**src/rtl/mc_dp_pkg.sv**
```systemverilog
`timescale 1ns/1ps
package mc_dp_pkg;
  typedef enum logic [2:0] {
    ALU_ADD = 3'd0,
    ALU_SUB = 3'd1,
    ALU_AND = 3'd2,
    ALU_OR  = 3'd3,
    ALU_SLT = 3'd4
  } alu_fn_e;

  localparam int IMM_W   = 16;
  localparam int RS_LSB  = 21;
  localparam int RT_LSB  = 16;
  localparam int RD_LSB  = 11;
  localparam int PC_STEP = 4;
endpackage

```
**src/rtl/mc_regfile.sv**
```systemverilog
`timescale 1ns/1ps
module mc_regfile #(
  parameter int XLEN  = 32,
  parameter int NREGS = 32,
  localparam int RAW  = $clog2(NREGS)
) (
  input  logic            clk_i,
  input  logic            rst_ni,
  input  logic [RAW-1:0]  ra_i,
  input  logic [RAW-1:0]  rb_i,
  output logic [XLEN-1:0] rdata_a_o,
  output logic [XLEN-1:0] rdata_b_o,
  input  logic            we_i,
  input  logic [RAW-1:0]  wa_i,
  input  logic [XLEN-1:0] wd_i
);
  logic [XLEN-1:0] regs [NREGS];

  for (genvar g = 0; g < NREGS; g++) begin : g_reg
    if (g == 0) begin : g_zero
      // hardwired zero, writes dropped
      assign regs[g] = '0;
    end else begin : g_store
      logic [XLEN-1:0] q;
      always_ff @(posedge clk_i or negedge rst_ni) begin
        if (!rst_ni)                         q <= '0;
        else if (we_i && wa_i == RAW'(g))    q <= wd_i;
      end
      assign regs[g] = q;
    end
  end

  assign rdata_a_o = regs[ra_i];
  assign rdata_b_o = regs[rb_i];
endmodule

```
**src/rtl/mc_ext.sv**
```systemverilog
`timescale 1ns/1ps
module mc_ext #(
  parameter int XLEN  = 32,
  parameter int IMM_W = 16
) (
  input  logic [IMM_W-1:0] imm_i,
  input  logic             sign_i,
  output logic [XLEN-1:0]  y_o
);
  logic fill;
  assign fill = sign_i & imm_i[IMM_W-1];
  assign y_o  = {{(XLEN-IMM_W){fill}}, imm_i};
endmodule

```
**src/rtl/mc_alu.sv**
```systemverilog
`timescale 1ns/1ps
module mc_alu
  import mc_dp_pkg::*;
#(
  parameter int XLEN = 32
) (
  input  logic [XLEN-1:0] a_i,
  input  logic [XLEN-1:0] b_i,
  input  logic [2:0]      fn_i,
  output logic [XLEN-1:0] y_o
);
  alu_fn_e fn;
  assign fn = alu_fn_e'(fn_i);

  always_comb begin
    unique case (fn)
      ALU_ADD: y_o = a_i + b_i;
      ALU_SUB: y_o = a_i - b_i;
      ALU_AND: y_o = a_i & b_i;
      ALU_OR:  y_o = a_i | b_i;
      ALU_SLT: y_o = XLEN'($signed(a_i) < $signed(b_i));
      default: y_o = '0;
    endcase
  end
endmodule

```
**src/rtl/mc_datapath.sv**
```systemverilog
`timescale 1ns/1ps
module mc_datapath
  import mc_dp_pkg::*;
#(
  parameter int XLEN  = 32,
  parameter int NREGS = 32
) (
  input  logic            clk_i,
  input  logic            rst_ni,
  output logic [XLEN-1:0] imem_addr_o,
  input  logic [XLEN-1:0] imem_rdata_i,
  output logic [XLEN-1:0] ir_o,
  output logic            eq_o,
  output logic [XLEN-1:0] dmem_addr_o,
  output logic [XLEN-1:0] dmem_wdata_o,
  output logic            dmem_we_o,
  input  logic [XLEN-1:0] dmem_rdata_i,
  input  logic            ir_en_i,
  input  logic            a_en_i,
  input  logic            b_en_i,
  input  logic            r_en_i,
  input  logic            m_en_i,
  input  logic            pc_en_i,
  input  logic            pc_branch_i,
  input  logic            alu_src_imm_i,
  input  logic            ext_sign_i,
  input  logic [2:0]      alu_fn_i,
  input  logic            reg_dst_rd_i,
  input  logic            wb_sel_mem_i,
  input  logic            reg_we_i,
  input  logic            mem_we_i
);
  localparam int RAW = $clog2(NREGS);

  logic [XLEN-1:0] pc_q, ir_q, a_q, b_q, r_q, m_q;
  logic [XLEN-1:0] rf_a, rf_b, rf_wd, alu_b, alu_y, imm_ext, imm_sx, pc_inc, pc_nxt;
  logic [RAW-1:0]  rs, rt, rd, rf_wa;
  logic [IMM_W-1:0] imm;

  assign rs  = ir_q[RS_LSB +: RAW];
  assign rt  = ir_q[RT_LSB +: RAW];
  assign rd  = ir_q[RD_LSB +: RAW];
  assign imm = ir_q[IMM_W-1:0];

  mc_regfile #(.XLEN(XLEN), .NREGS(NREGS)) u_rf (
    .clk_i    (clk_i),
    .rst_ni   (rst_ni),
    .ra_i     (rs),
    .rb_i     (rt),
    .rdata_a_o(rf_a),
    .rdata_b_o(rf_b),
    .we_i     (reg_we_i),
    .wa_i     (rf_wa),
    .wd_i     (rf_wd)
  );

  mc_ext #(.XLEN(XLEN), .IMM_W(IMM_W)) u_ext_op (
    .imm_i (imm),
    .sign_i(ext_sign_i),
    .y_o   (imm_ext)
  );

  // branch offset is always signed, independent of the operand extender
  mc_ext #(.XLEN(XLEN), .IMM_W(IMM_W)) u_ext_br (
    .imm_i (imm),
    .sign_i(1'b1),
    .y_o   (imm_sx)
  );

  assign alu_b = alu_src_imm_i ? imm_ext : b_q;

  mc_alu #(.XLEN(XLEN)) u_alu (
    .a_i (a_q),
    .b_i (alu_b),
    .fn_i(alu_fn_i),
    .y_o (alu_y)
  );

  assign rf_wa  = reg_dst_rd_i ? rd : rt;
  assign rf_wd  = wb_sel_mem_i ? m_q : r_q;
  assign pc_inc = pc_q + XLEN'(PC_STEP);
  assign pc_nxt = pc_branch_i ? pc_inc + {imm_sx[XLEN-3:0], 2'b00} : pc_inc;

  always_ff @(posedge clk_i or negedge rst_ni) begin
    if (!rst_ni) begin
      pc_q <= '0;
      ir_q <= '0;
      a_q  <= '0;
      b_q  <= '0;
      r_q  <= '0;
      m_q  <= '0;
    end else begin
      if (pc_en_i) pc_q <= pc_nxt;
      if (ir_en_i) ir_q <= imem_rdata_i;
      if (a_en_i)  a_q  <= rf_a;
      if (b_en_i)  b_q  <= rf_b;
      if (r_en_i)  r_q  <= alu_y;
      if (m_en_i)  m_q  <= dmem_rdata_i;
    end
  end

  assign imem_addr_o  = pc_q;
  assign ir_o         = ir_q;
  assign eq_o         = (a_q == b_q);
  assign dmem_addr_o  = r_q;
  assign dmem_wdata_o = b_q;
  assign dmem_we_o    = mem_we_i;
endmodule

```
**config.mk**
```make
export PLATFORM = sky130hd
export DESIGN_NAME = mc_datapath
export DESIGN_NICKNAME = d
export VERILOG_FILES = /design/src/rtl/mc_dp_pkg.sv /design/src/rtl/mc_regfile.sv /design/src/rtl/mc_ext.sv /design/src/rtl/mc_alu.sv /design/src/rtl/mc_datapath.sv
export SDC_FILE = /design/constraint.sdc
export NUM_CORES = 2
export LEC_CHECK = 0
export BUFFER_PORTS_ARGS = -buffer_cell sky130_fd_sc_hd__buf_2
export CAP_MARGIN = 10
export CORE_MARGIN = 2
export CORE_UTILIZATION = 63
export CTS_BUF_LIST = sky130_fd_sc_hd__clkbuf_16
export CTS_CLUSTER_DIAMETER = 100
export DETAILED_ROUTE_END_ITERATION = 12
export PLACE_DENSITY = 0.81
export SLEW_MARGIN = 20
export SYNTH_ARGS = -nofsm -noshare
export SYNTH_HDL_FRONTEND = slang
export SYNTH_SLANG_ARGS = --single-unit
export TNS_END_PERCENT = 1
```
**constraint.sdc**
```tcl
create_clock -name clk_i -period 5.06 [get_ports clk_i]
set_input_delay 0.253 -clock clk_i [delete_from_list [all_inputs] [get_ports clk_i]]
set_output_delay 0.253 -clock clk_i [all_outputs]
set_load 0.01 [all_outputs]
```
; ---- After elaboration in Yosys (flattened, before gate mapping)
; Cells that the tools add are included.
; Widths: inputs -> output; s select.
[op_classes]
add_sub_neg = 4
n_mul = 0
n_div = 0
order_cmp = 3
n_eq_ne = 36
shift = 0
mux = 11
bitwise = 5
n_reduce_logical = 32
[op_table]
columns = cell, count
row1 = $bmux 32 s5, 2
row2 = $mux 32, 7
row3 = $pmux 32 s5, 1
row4 = $eq 5x5->1 const B, 16
row5 = $add 32x32->32, 2
row6 = $eq 5x4->1 const B, 8
row7 = $add 32x3->32 const B, 1
row8 = $and 32x32->32, 1
row9 = $eq 32x32->1, 1
row10 = $lt 32x32->1, 1
row11 = $or 32x32->32, 1
row12 = $sub 32x32->32, 1
row13 = $logic_and 1x1->1, 31
row14 = $eq 5x3->1 const B, 4
row15 = $ge 6x6->1 const B, 2
row16 = $not 5->6, 2
row17 = $eq 5x2->1 const B, 2
row18 = $eq 3x2->1 const B, 2
row19 = $eq 5x1->1 const B, 1
row20 = $mux 5, 1
row21 = $eq 3x1->1 const B, 1
row22 = $eq 3x3->1 const B, 1
row23 = $logic_not 3->1, 1
row24 = $and 1x1->1, 1
[totals]
regBits = 1184
latch_bits = 0
mem_bits_rw = 0
romBits = 0
in_bits = 82
output_inout_bits = 130
word_cells = 128
n_memories = 0

; ---- Logic depth before layout (Yosys ltp)
[logic_depth]
depth_word = 4
mapped_depth = 19
depth_no_buf = 17

; ---- Hierarchy
; Synthesis repeated with hierarchy kept, for this count alone.
[hier_totals]
cells_unflattened = 5421
hier_area_um2 = 69520.4
[modules_own_cells]
columns = module, n_inst, cells_per_inst, area_each_um2, seq_area_each_um2
row1 = mc_regfile, 1, 3639, 53226.0, 24823.8
row2 = mc_datapath, 1, 978, 10968.0, 4754.6
row3 = mc_alu, 1, 738, 4833.4, 0.0
row4 = mc_ext, 2, 33, 246.5, 0.0

; ---- Worst setup path before layout
; No wires, ideal clock.
[synth_timing]
kind = register -> register
from = register ir_q[15], in the netlist ir_o[15]
to = register r_q[31], in the netlist dmem_addr_o[31]
setup_time_ns = 0.082
t_arrival_ns = 3.977
required_ns = 4.978
setup_slack_ns = 1.001
path_stages_with_launch = 16
n_path_buf = 3
period_less_slack_ns = 4.059
path_cell_list = dfrtp_1 nand2_1 and2_1 clkbuf_1 clkbuf_1 nor2_1 inv_1 ha_1 clkbuf_1 nand2_1 a2111oi_4 nor2_2 o41a_1 o311a_1 or4b_1 a31oi_1
[synth_via]
elab_chain_cells = 4
word_cells_on_any_way = 7
classes_between = add/sub: 2 / mux: 2 / bitwise: 3
[synth_lines]
columns = item, line
row1 = from (decl), mc_datapath.sv:35  ; logic [XLEN-1:0] pc_q, ir_q, a_q, b_q, r_q, m_q;
row2 = from (signal assigned), mc_datapath.sv:94  ; if (ir_en_i) ir_q <= imem_rdata_i;
row3 = $and 1x1->1, mc_ext.sv:11  ; assign fill = sign_i & imm_i[IMM_W-1];
row4 = $mux 32 *, mc_datapath.sv:70  ; assign alu_b = alu_src_imm_i ? imm_ext : b_q;
row5 = "$sub 32x32->32, or another cell as far along", mc_alu.sv:18  ; ALU_SUB: y_o = a_i - b_i;
row6 = $pmux 32 s5 *, mc_alu.sv:16  ; unique case (fn)
row7 = to (signal assigned), mc_datapath.sv:97  ; if (r_en_i) r_q <= alu_y;
row8 = to (decl), mc_datapath.sv:35
; Mark *: on every way between the ends. The rest lies on a longest branch, timed or not.
; A chain may end at the register's enable or synchronous reset.

; ---- Worst setup path in the final report
[layout_timing]
from = register pc_q[3], in the netlist imem_addr_o[3]
to = register pc_q[28], in the netlist imem_addr_o[28]
[layout_via]
elab_chain_cells = 3
[layout_lines]
columns = item, line
row1 = from (decl), mc_datapath.sv:35
row2 = from (signal assigned), mc_datapath.sv:93  ; if (pc_en_i) pc_q <= pc_nxt;
row3 = $add 32x3->32 *, mc_datapath.sv:81  ; assign pc_inc = pc_q + XLEN'(PC_STEP);
row4 = $add 32x32->32, mc_datapath.sv:82  ; assign pc_nxt = pc_branch_i ? pc_inc + {imm_sx[XLEN-3:0], 2'b00} : pc_inc;
row5 = $mux 32 *, mc_datapath.sv:82
; Marked as above.

==> impl_metrics.csv <==
group,metric,value,unit
setup_path,worst_setup_path_end_kind,"flip-flop",
power,power,0.0441,W
logic_synthesis,ys_top_cells_by_area,"dfrtp_1 45%, mux4_2 20%, a21oi_1 8.2%",
power,power_switching,0.0165,W
setup_path,crit_buf_inv,1,
setup_path,reg2regPathDepth,18,
place,portBuffers,207,
drt,drt-wirelength-per-cell,28.3,um
setup_path,max_stage_delay,0.41,ns
final_layout,fill_cells,6844,
setup_path,slowest_stage,"dfrtp_1",
timing,fin_skew,0.0342,ns
drt,routed_wl,216000,um
setup_path,crit_family,"simple AND/OR/NAND/NOR gates",
logic_synthesis,ys_seq_area_share,44.8,%
timing,worstMarginPinSlew,1.19,ns
place,gp_congestion,0.959,
drt,drtIter0Drc,7938,
timing,whs,0.0418,ns
clocking,clkLatencyLatePin,0.74,ns
logic_synthesis,syn-cell-area,66000,um2
logic_synthesis,syn_inst,6148,
drt,ant_nets,0,
final_layout,multi_input_area,34100,um2
logic_synthesis,ys_ff_latch,1182,
timing,period_share,86.4,%
logic_synthesis,yosysWarnings,0,
setup_path,startpoint_type,"flip-flop",
power,power_density,599,nW/um2
global_route,grt_pass1_vias,54700,
logic_synthesis,yosysTopAreaCell,"dfrtp_1",
power,p_leak,31.1,nW
power,combinationalPowerShare,39.1,%
drt,viasPerCell,7.10,
clocking,postCtsHoldBufs,67,
logic_synthesis,netlist.area_leader.share,44.8,%
power,p_sw_share,37.3,%
clocking,cts_sinks,1182,
power,vdd_drop_max,353,uV
timing,finalSetupTns,0,ns
global_route,overflow,0,
global_route,antenna_found_initial,8,
global_route,grt_usage,40.6,%
clocking,cts_buffer_depth,3,
clocking,clkTransAtPathRegs,0.06,ns
timing,slew_headroom,19.9,%
power,intPower,0.0276,W
setup_path,critPathArrivalTime,4.98,ns
logic_synthesis,synthTopCellsByCount,"1,182 x dfrtp_1, 1,145 x nor2_1, 1,080 x a21oi_1, 576 x mux4_2, 475 x clkbuf_1",
place,dp_hpwl,134000,um
die,die_area,107000,um2
worst_hold_path,hold_class,"in -> reg",
timing,fmax,229,MHz
setup_path,crit_path_max_fanout,5,
logic_synthesis,synthAdderAreaFrac,2.75,%
setup_path,cp_data_required_time,5.67,ns
power,p_clk_share,20.8,%
die,pin_count,212,
setup_path,crit_type,"reg -> reg",
logic_synthesis,synth_xor_area_share,1.27,%
timing,slew_viol_final,0,
die,start_util,63.7,%
logic_synthesis,synth_compound_area_share,14.4,%
worst_hold_path,hold-path-cell-count,3,
job,cap_violations,0,
timing,hold_violations,0,
die,rows,118,
clocking,ctsRootBufferMaster,"clkbuf_16",
place,place_inst,7343,
drt,dr.pass1.iters,7,
logic_synthesis,synth_edf_count,0,
final_layout,drive_above_1_share,21.5,%
logic_synthesis,synthMuxAreaShare,22.5,%
logic_synthesis,async_flop_share,100,%
die,fp.dieH,328,um
logic_synthesis,yosysMostFrequentCell,"dfrtp_1",
global_route,grt_pass1_wl,328000,um
status,status,"completed",
drt,route.detailed.drc,0,
die,die_x,328,um
final_layout,final_nets,6376,
die,core,104000,um2
logic_synthesis,yosys.cell_types.count,80,
clocking,cts-buffers-inserted,118,
drt,num_vias,54200,
final_layout,regArea,29600,um2
final_layout,instances_no_fill,7635,
setup_path,path_cells,"ha_1 -> and3_1 -> and3_1 -> nand2_1 -> nor4_1 -> buf_4 -> nand3_1 -> xnor2_1 -> ha_1 -> a21oi_1 -> o21ai_0 -> a2111oi_0 -> o31a_1 -> nor3_1 -> a41o_1 -> or4_1 -> o21ai_0 -> a21oi_1",
final_layout,areaGrowthSynthToFinish,11.5,%
logic_synthesis,postSynthAreaPerCell,10.7,um2
logic_synthesis,ys.flop_type,"dfrtp_1",
clocking,ctsResizeCount,0,
timing,grt_setup_unrepaired,"false",
clocking,h-tree-depth,3,
global_route,grt_start_max_net_pins,147,
clocking,postCtsSetupBuffers,0,
logic_synthesis,synth-simple-area-share,10.1,%
timing,setup_viol,0,
setup_path,cp.depth,18,
power,p_seq_share,40.0,%
clocking,cts_tree,"built",
logic_synthesis,synth_top_family_by_area,"multiplexers",
timing,final.min_clock_period,4.37,ns
## stage by stage
step	instance area, um2	util, %	worst slack [ns]
floorplan	66000	-	1.00
finish	73600	71.0	0.687
CTS	73500	70.9	0.804
global placement	68900	66.4	0.801
detailed placement	68900	66.4	0.794
global route	73600	71.0	0.265
## per-layer routing
layer | global-route usage [%] | share of wire, % | vias up
met2 | 62.3 | 46 | 4077
met3 | 11.4 | 13 | 1011
li1 | - | - | 22300
met5 | 0 | 0.018 | -
met1 | 52.1 | 34 | 26800
met4 | 24.4 | 6.7 | 6
## area by class of cell
type | instances | area share, %
flip-flops and latches | 1182 | 40.3
clock buffers | 121 | 4.12
repair buffers | 442 | 4.79
clock inverters | 100 | 1.32
multi-input cells | 4245 | 46.3
inverters | 162 | 0.827
diodes | 3 | 0.0102
well taps | 1380 | 2.35
## path summary, 6_finish.rpt
path                                             start                      endpoint  slack [ns]
max                                     imem_addr_o[3]               imem_addr_o[28]        0.69
min                                            pc_en_i                imem_addr_o[3]        0.04
max reg2reg                             imem_addr_o[3]               imem_addr_o[28]        0.69
min reg2reg                u_rf.g_reg[31].g_store.q[8]   u_rf.g_reg[31].g_store.q[8]        0.50
max in group asynchronous                       rst_ni  u_rf.g_reg[27].g_store.q[29]        3.51
min in group asynchronous                       rst_ni               imem_addr_o[29]        0.10
## worst min-delay path, cell delays in order
cell	delay [ns]
buf_2	0.27
nor2_1	0.15
a21oi_1	0.05
## power groups by stage
stage               Sequential (W)  Combinational (W)  Clock, W
CTS                         0.0174             0.0169   0.00921
floorplan                   0.0162             0.0125         0
global route                0.0180             0.0186   0.00961
detailed placement          0.0174             0.0166         0
global placement            0.0169             0.0160         0
finish                      0.0176             0.0172   0.00919
## state kept, by name, indices dropped and copies added (netlist names)
name              flops
m_q                  32
dmem_wdata_o         32
imem_addr_o          30
u_rf.g.g_store.q    992
dmem_addr_o          32
a_q                  32
ir_o                 32
## layout by cell type (no fill, tap or decap), drive strengths merged, types with 74 or more instances in the layout
cell / instances
a21oi: 1080
a22o: 74
buf: 374
clkbuf: 122
dfrtp: 1182
ha: 140
inv: 183
mux2: 126
mux4: 576
nand2: 161
nand2b: 87
nor2: 1146
o211ai: 81
o21ai: 204
## cell families after synthesis
group | Yosys count
compound gates | 1664
simple gates | 1594
buf+inv | 722
xor+xnor | 96
mux | 746
flops | 1182
fa+ha+maj | 143
other cells | 1
Note: power is estimated with default switching activity, not from simulation.
